===== src/rtl/dcbf_pkg.sv =====
package dcbf_pkg;

    localparam int DATA_W    = 8;
    localparam int ADDR_W    = 3;
    localparam int NUM_CH    = 2;
    localparam int NUM_SRC   = 5;
    localparam int NUM_REGS  = 1 << ADDR_W;
    localparam int IER_OFF   = 1;
    localparam int AFR_OFF   = 2;
    localparam int BCAST_BIT = 0;

    typedef logic [DATA_W-1:0] byte_t;
    typedef logic [ADDR_W-1:0] roff_t;
    typedef logic [NUM_SRC-1:0] src_t;
    typedef logic [NUM_REGS-1:0][DATA_W-1:0] bank_t;

    // channel index used throughout the datapath
    typedef enum logic {
        CH_A = 1'b0,
        CH_B = 1'b1
    } chan_e;

    // a write captured during the low phase of the strobe
    typedef struct packed {
        logic  sel;
        chan_e chan;
        roff_t off;
        byte_t data;
    } wr_cap_t;

    // a write ready to be applied
    typedef struct packed {
        logic  go;
        chan_e chan;
        roff_t off;
        byte_t data;
    } wr_req_t;

    function automatic chan_e decode_chan(input logic chan_sel);
        return chan_sel ? CH_A : CH_B;
    endfunction

    function automatic logic gate_irq(input src_t src, input byte_t enables);
        return |(src & enables[NUM_SRC-1:0]);
    endfunction

endpackage


===== src/rtl/dcbf_wr_capture.sv =====
module dcbf_wr_capture
    import dcbf_pkg::*;
(
    input  logic    clk,
    input  logic    rst,
    input  logic    cs_n,
    input  logic    chan_sel,
    input  roff_t   reg_off,
    input  byte_t   bus_in,
    input  logic    wr_n,
    output wr_req_t req
);

    logic    wr_q;
    wr_cap_t held;

    always_ff @(posedge clk) begin
        if (rst) begin
            wr_q <= 1'b1;
            held <= '0;
        end else begin
            wr_q <= wr_n;
            if (!wr_n) begin
                held.sel  <= ~cs_n;
                held.chan <= decode_chan(chan_sel);
                held.off  <= reg_off;
                held.data <= bus_in;
            end
        end
    end

    // commit on the first edge that sees the strobe released
    always_comb begin
        req.go   = held.sel && !wr_q && wr_n;
        req.chan = held.chan;
        req.off  = held.off;
        req.data = held.data;
    end

endmodule


===== src/rtl/dcbf_bank.sv =====
module dcbf_bank
    import dcbf_pkg::*;
(
    input  logic  clk,
    input  logic  rst,
    input  logic  we,
    input  roff_t waddr,
    input  byte_t wdata,
    input  src_t  src,
    output bank_t regs,
    output logic  irq
);

    bank_t store;

    for (genvar r = 0; r < NUM_REGS; r++) begin : g_reg
        always_ff @(posedge clk) begin
            if (rst) begin
                store[r] <= '0;
            end else if (we && (waddr == roff_t'(r))) begin
                store[r] <= wdata;
            end
        end
    end

    assign regs = store;
    assign irq  = gate_irq(src, store[IER_OFF]);

endmodule


===== src/rtl/dcbf_rd_mux.sv =====
module dcbf_rd_mux
    import dcbf_pkg::*;
(
    input  logic                     cs_n,
    input  logic                     rd_n,
    input  logic                     chan_sel,
    input  roff_t                    reg_off,
    input  bank_t [NUM_CH-1:0]       banks,
    output byte_t                    bus_out,
    output logic                     bus_oe
);

    chan_e sel;

    always_comb begin
        sel     = decode_chan(chan_sel);
        bus_oe  = !cs_n && !rd_n;
        bus_out = bus_oe ? banks[sel][reg_off] : '0;
    end

endmodule


===== src/rtl/dual_chan_bus_front.sv =====
module dual_chan_bus_front
    import dcbf_pkg::*;
(
    input  logic        clk,
    input  logic        rst,
    input  logic        cs_n,
    input  logic        chan_sel,
    input  logic [2:0]  reg_off,
    input  logic        rd_n,
    input  logic        wr_n,
    input  logic [7:0]  bus_in,
    output logic [7:0]  bus_out,
    output logic        bus_oe,
    input  logic [4:0]  src_a,
    input  logic [4:0]  src_b,
    output logic        irq_a,
    output logic        irq_b
);

    wr_req_t            req;
    bank_t [NUM_CH-1:0] banks;
    src_t  [NUM_CH-1:0] srcs;
    logic  [NUM_CH-1:0] irqs;
    logic  [NUM_CH-1:0] we;
    logic               bcast;

    // plain views for the bound checker
    logic  commit_pulse;
    bank_t regs_a_v;
    bank_t regs_b_v;

    dcbf_wr_capture u_cap (
        .clk      (clk),
        .rst      (rst),
        .cs_n     (cs_n),
        .chan_sel (chan_sel),
        .reg_off  (reg_off),
        .bus_in   (bus_in),
        .wr_n     (wr_n),
        .req      (req)
    );

    // broadcast is decided by the channel the write was aimed at
    assign bcast = banks[req.chan][AFR_OFF][BCAST_BIT];

    assign srcs[CH_A] = src_a;
    assign srcs[CH_B] = src_b;

    for (genvar c = 0; c < NUM_CH; c++) begin : g_ch
        assign we[c] = req.go && (bcast || (req.chan == chan_e'(c)));

        dcbf_bank u_bank (
            .clk   (clk),
            .rst   (rst),
            .we    (we[c]),
            .waddr (req.off),
            .wdata (req.data),
            .src   (srcs[c]),
            .regs  (banks[c]),
            .irq   (irqs[c])
        );
    end

    dcbf_rd_mux u_rd (
        .cs_n     (cs_n),
        .rd_n     (rd_n),
        .chan_sel (chan_sel),
        .reg_off  (reg_off),
        .banks    (banks),
        .bus_out  (bus_out),
        .bus_oe   (bus_oe)
    );

    assign irq_a = irqs[CH_A];
    assign irq_b = irqs[CH_B];

    assign commit_pulse = req.go;
    assign regs_a_v     = banks[CH_A];
    assign regs_b_v     = banks[CH_B];

endmodule


===== config.mk =====
export PLATFORM = sky130hd
export DESIGN_NAME = dual_chan_bus_front
export DESIGN_NICKNAME = d
export VERILOG_FILES = /design/src/rtl/dcbf_pkg.sv /design/src/rtl/dcbf_wr_capture.sv /design/src/rtl/dcbf_bank.sv /design/src/rtl/dcbf_rd_mux.sv /design/src/rtl/dual_chan_bus_front.sv
export SDC_FILE = /design/constraint.sdc
export NUM_CORES = 1
export LEC_CHECK = 0
export CAP_MARGIN = 15
export CORE_MARGIN = 2
export CORE_UTILIZATION = 35
export DETAILED_ROUTE_END_ITERATION = 16
export PLACE_DENSITY = 0.54
export SYNTH_ARGS = -nofsm -noshare
export SYNTH_HDL_FRONTEND = slang
export SYNTH_HIERARCHICAL = 1
export SYNTH_SLANG_ARGS = --single-unit

===== constraint.sdc =====
create_clock -name clk -period 4.2 [get_ports clk]
set_clock_uncertainty 0.15 [all_clocks]
set_input_delay 0.84 -clock clk [delete_from_list [all_inputs] [get_ports clk]]
set_output_delay 0.84 -clock clk [all_outputs]
set_load 0.1 [all_outputs]

Word-level counts from Yosys, hierarchy flattened
Cells that the tools add are included.
{"block": "op_classes", "order_cmp": 3, "n_eq_ne": 7, "mux": 8, "bitwise": 4, "reduce_logical": 29}
{"cell": "2-to-1 mux 64 bit", "n": 2}
{"cell": "2-to-1 mux 17 bit", "n": 2}
{"cell": "binary-select mux 8 bit (select 3 bit)", "n": 1}
{"cell": "logical AND 1 bit", "n": 21}
{"cell": "2-to-1 mux 8 bit", "n": 2}
{"cell": "== test 3 bit, second input constant", "n": 4}
{"cell": "bitwise AND 5 bit", "n": 2}
{"cell": "OR reduction 5 bit", "n": 2}
{"cell": "== test 3 x 2 -> 1 bit, second input constant", "n": 2}
{"cell": "less-than comparator 1 x 2 -> 1 bit, second input constant", "n": 2}
{"cell": "less-than comparator 3 x 4 -> 1 bit, second input constant", "n": 1}
{"cell": "== test 3 x 1 -> 1 bit, second input constant", "n": 1}
{"cell": "logical NOT 1 bit", "n": 3}
{"cell": "logical NOT 3 bit", "n": 1}
{"cell": "logical OR 1 bit", "n": 2}
{"cell": "NOT 1 bit", "n": 2}
{"cell": "2-to-1 mux 1 bit", "n": 1}
{"block": "totals", "regBits": 142, "inputBits": 27, "wordCells": 72}

Longest topological paths before layout
{"block": "logic_depth", "word_depth": 6, "ltp_mapped": 9, "ltp_nobuf": 5}

By module
Netlist, hierarchy kept.
{"mod": "dcbf_bank", "n_inst": 2, "cells_per_inst": 239, "area_each_um2": 2632.5}
{"mod": "dcbf_rd_mux", "n_inst": 1, "cells_per_inst": 101, "area_each_um2": 1104.8}
{"mod": "dcbf_wr_capture", "n_inst": 1, "cells_per_inst": 59, "area_each_um2": 598.1}
{"mod": "dual_chan_bus_front", "n_inst": 1, "cells_per_inst": 3, "area_each_um2": 22.5}

Least setup slack after synthesis
No wires, ideal clock.
{"block": "synth_path", "kind": "input to output", "startpoint": "in cs_n", "endpoint": "out bus_out[0]", "arrival_ns": 4.480, "required_time_ns": 3.210, "setup_slack_ns": -1.270, "path_stages": 3, "path_buffers": 0, "path_cell_list": "nor2_1 -> nand2_1 -> o21ai_0"}
{"block": "synth_via", "elab_chain_len": 3}
{"item": "from (decl)", "line": "dual_chan_bus_front.sv:6", "rtl": "input logic cs_n,"}
{"item": "logical NOT 1 bit", "line": "dcbf_rd_mux.sv:17", "rtl": "bus_oe = !cs_n && !rd_n;"}
{"item": "logical AND 1 bit", "line": "dcbf_rd_mux.sv:17"}
{"item": "2-to-1 mux 8 bit", "line": "dcbf_rd_mux.sv:18", "rtl": "bus_out = bus_oe ? banks[sel][reg_off] : '0;"}
{"item": "to (decl)", "line": "dual_chan_bus_front.sv:12", "rtl": "output logic [7:0] bus_out,"}
Every way passes these cells.

Final worst setup path
{"block": "layout_path", "startpoint": "in reg_off[1]", "endpoint": "out bus_out[1]"}
{"block": "layout_via", "elab_chain_len": 3}
{"item": "from (decl)", "line": "dual_chan_bus_front.sv:8", "rtl": "input logic [2:0] reg_off,"}
{"item": "binary-select mux 8 bit (select 3 bit)", "line": "dcbf_rd_mux.sv:18"}
{"item": "2-to-1 mux 8 bit (not written as such)", "line": "dcbf_rd_mux.sv:18"}
{"item": "2-to-1 mux 8 bit", "line": "dcbf_rd_mux.sv:18"}
Every way passes these cells. The select of a mux whose other input is x is not followed.

==> results.md <==
- Status: completed
- Global routing usage on met3: 0.03648
- Post-CTS Setup Inserts: 0
- Area grow syn2layout: 15.77%
- Global route overflow: 0
- Worst-Skew Late Latency: 0.43 ns
- Resized cells post-CTS: 0
- Post-route ant nets: 0
- # DRC: 0
- Max Clock Freq: 259.7 MHz
- Dpl ws: 0.3555 ns
- Vias in the first global route: 4754
- Initial antenna violation count: 0
- Multiplexer area fraction after synthesis: 0.3021
- Min-Delay Path Depth: 2
- Share of cells above drive strength 1: 0.1448
- Initial drt markers: 323
- Reg-to-Reg End: g_ch[0].u_bank/regs[37]$_SDFFE_PP0P_
- Cells after Synth: 641
- Post-route setup slack: about 0.35 ns
- Peak supply drop: 0.2594 mV
- Core area: around 20000 µm²
- Worst hold start: g_ch[1].u_bank/regs[5]$_SDFFE_PP0P_
- 1st-pass router iterations: 4
- Cells on worst reg2reg path: 5
- Power Dens Cells: 388.2 nW/µm²
- Synthesized flop and latch total: 142
- Yosys warns: 6
- Leak pwr: between 3 and 4 nW
- Netlist Area Pre-Place: between 6000 and 7000 µm²
- Largest family of logic cells by synthesized area: multiplexers
- Placer Congestion: 0.7888
- CTS Sinks: 142
- Worst slew pin tran: 0.8262 ns
- Endpoints failing setup: 0
- Yosys top cell area share: 0.4067
- Syn_nets: around 670
- CP Launch Type: primary input
- Post-DR wirelength/cell: 20.38 µm
- H-tree levels: 4
- CTS clock-pin slew for the worst setup and hold paths: 0.05 ns
- Register area share after synthesis: 0.4067
- Post-synthesis cell type count: 38
- Die Wd: 145.3 µm
- Yosys top cell by area: dfxtp_1
- TritonCTS clock tree: done
- RSZ-0062 raised after global routing: false
- Slew HR: 0.4492
- XOR/XNOR Fraction of Synth Area: 0
- Routed vias/inst: just over 5
- Gr busiest metal: met2
- Cell with the most instances after synthesis: mux2i_1
- Overall global routing resource usage: 0.1810
- I/O Pins: 38
- Async set-reset flop share out of synthesis: 0
- Sum of negative setup slack: 0 ns
- Crit end category: primary output
- WS Path Type: primary input to primary output
- Largest net degree at the start of global routing: 97
- Max Slew Vio Count: 0
- Number of synthesized flops with an enable pin: 0
- Prevailing post-synth register cell: dfxtp_1
- Final worst path period share: 0.9167
- Total clock buffers created by CTS: 17
- Clock Path Buffers: 2
- Synth top cells by count: mux2i_1, nand2b_1, dfxtp_1, clkbuf_1, buf_4
- Grt met1 use: 0.2534
- Fin. Hold Viols: 0
- Total die area: 21120 µm²
- IO buf count: 37
- Total power: 3.142 mW
- # diodes: 0
- Min Tclk post-route: 3.850 ns
- CP arrival: 2.86 ns
- WL final: 18.77 mm
- Finished Core Util: 0.4145
- Clock root buffer master: clkbuf_16
- Max_cap viols: 0
- Vias: approximately 4700
- WHS Endpoint: g_ch[1].u_bank/regs[5]$_SDFFE_PP0P_
- Hold Crit Class: flop to flop
- M2 GR Usage: 0.2808
- Hold_buf cts: 0
- Register-to-register setup slack: 1.86 ns
- Worst R2R Start: u_cap/held[12]$_SDFFE_PP0N_
- Crit-path max FO: 17
- Row count: 51
- DP HPWL: around 13 mm
- Worst Path Required: 3.21 ns
- Initial core utilization: 0.3580
- Post-synthesis adder-cell area fraction: 0
- Die Height: 145.3 µm
- Average cell area after synthesis: 10.91 µm²
- First-pass GRT wire length: 28.68 mm
- Top cells by area, synth: dfxtp_1, mux2i_1, nand2b_1
- Synth Area in Compound Gates: 0.03759
- Hold slack: 0.3249 ns
- Nets@finish: 671
- Simple-gate portion of the synthesized area: 0.1833
area by class of cell:
cell class / count / area, µm²
Clock inverter: 6 / 105.1
Tap cell: 265 / 331.6
Timing Repair Buffer: 64 / 638.1
Multi-Input combinational cell: 418 / 3666
Inverter: 1 / 3.754
Sequential cell: 142 / 2843
Fill cell: 1862 / 11430
Clock buffer: 25 / 505.5
logic make-up (layout without fill, tap and decap cells):
kind of cell           Yosys count  in the layout
DFF                            142            142
AOI/OAI and AO/OA               33             33
buffers and inverters           81             96
and+or+nand+nor                201            201
muxes                          184            184
how the worst max path moves through the flow:
stage | startpoint | endpoint | slack, ns | cells after the start
2_1_floorplan | cs_n | bus_out[6] | 0.13 | 5
3_3_place_gp | reg_off[1] | bus_out[1] | 0.35 | 6
3_5_place_dp | reg_off[1] | bus_out[1] | 0.36 | 6
4_1_cts | reg_off[1] | bus_out[1] | 0.36 | 6
5_1_grt | reg_off[1] | bus_out[6] | 0.29 | 6
6_report | reg_off[1] | bus_out[1] | 0.35 | 6
per-stage QoR:
stage	instance area, µm²	cells
3_3_place_gp	7482	890
4_1_cts	8093	921
5_1_grt	8093	921
6_report	8093	921
3_5_place_dp	7482	890
2_1_floorplan	7000	641
power by group:
| part | internal, mW | switching, mW |
|---|---|---|
| combinational | 0.0923 | 0.105 |
| sequential | 1.36 | 0.0139 |
| clock | 1.01 | 0.567 |
cell usage in the layout, fill, tap and decap left out, types with 6 or more instances in the layout:
cell type | Yosys | final
mux2i_1 | 163 | 163
nand2b_1 | 144 | 144
dfxtp_1 | 142 | 142
buf_4 | 20 | 31
clkdlybuf4s50_1 | 0 | 24
mux4_2 | 19 | 19
clkbuf_16 | 0 | 17
nor2_1 | 15 | 14
a22oi_1 | 11 | 11
buf_12 | 2 | 8
nand2_1 | 6 | 6
nand4b_1 | 6 | 6
or4bb_1 | 6 | 6
metal layers:
metal	vias up	part of all wire	wire, µm
li1	2230	-	-
met4	0	0.016	294
met3	22	0.043	801
met5	-	0	0
met1	2361	0.48	9097
met2	115	0.46	8579
flip-flops by register name, summed over array words and instances (netlist names):
register          count
u_cap/req            12
u_cap/held            1
u_cap/wr_q            1
g_ch.u_bank/regs    128
critical path, cell delays in order:
cell and delay, ns:
clkdlybuf4s50_1 0.56, buf_4 0.33, mux4_2 0.34, a22o_1 0.19, a221o_1 0.40, buf_12 0.19
Note: power is estimated with default switching activity, not from simulation.
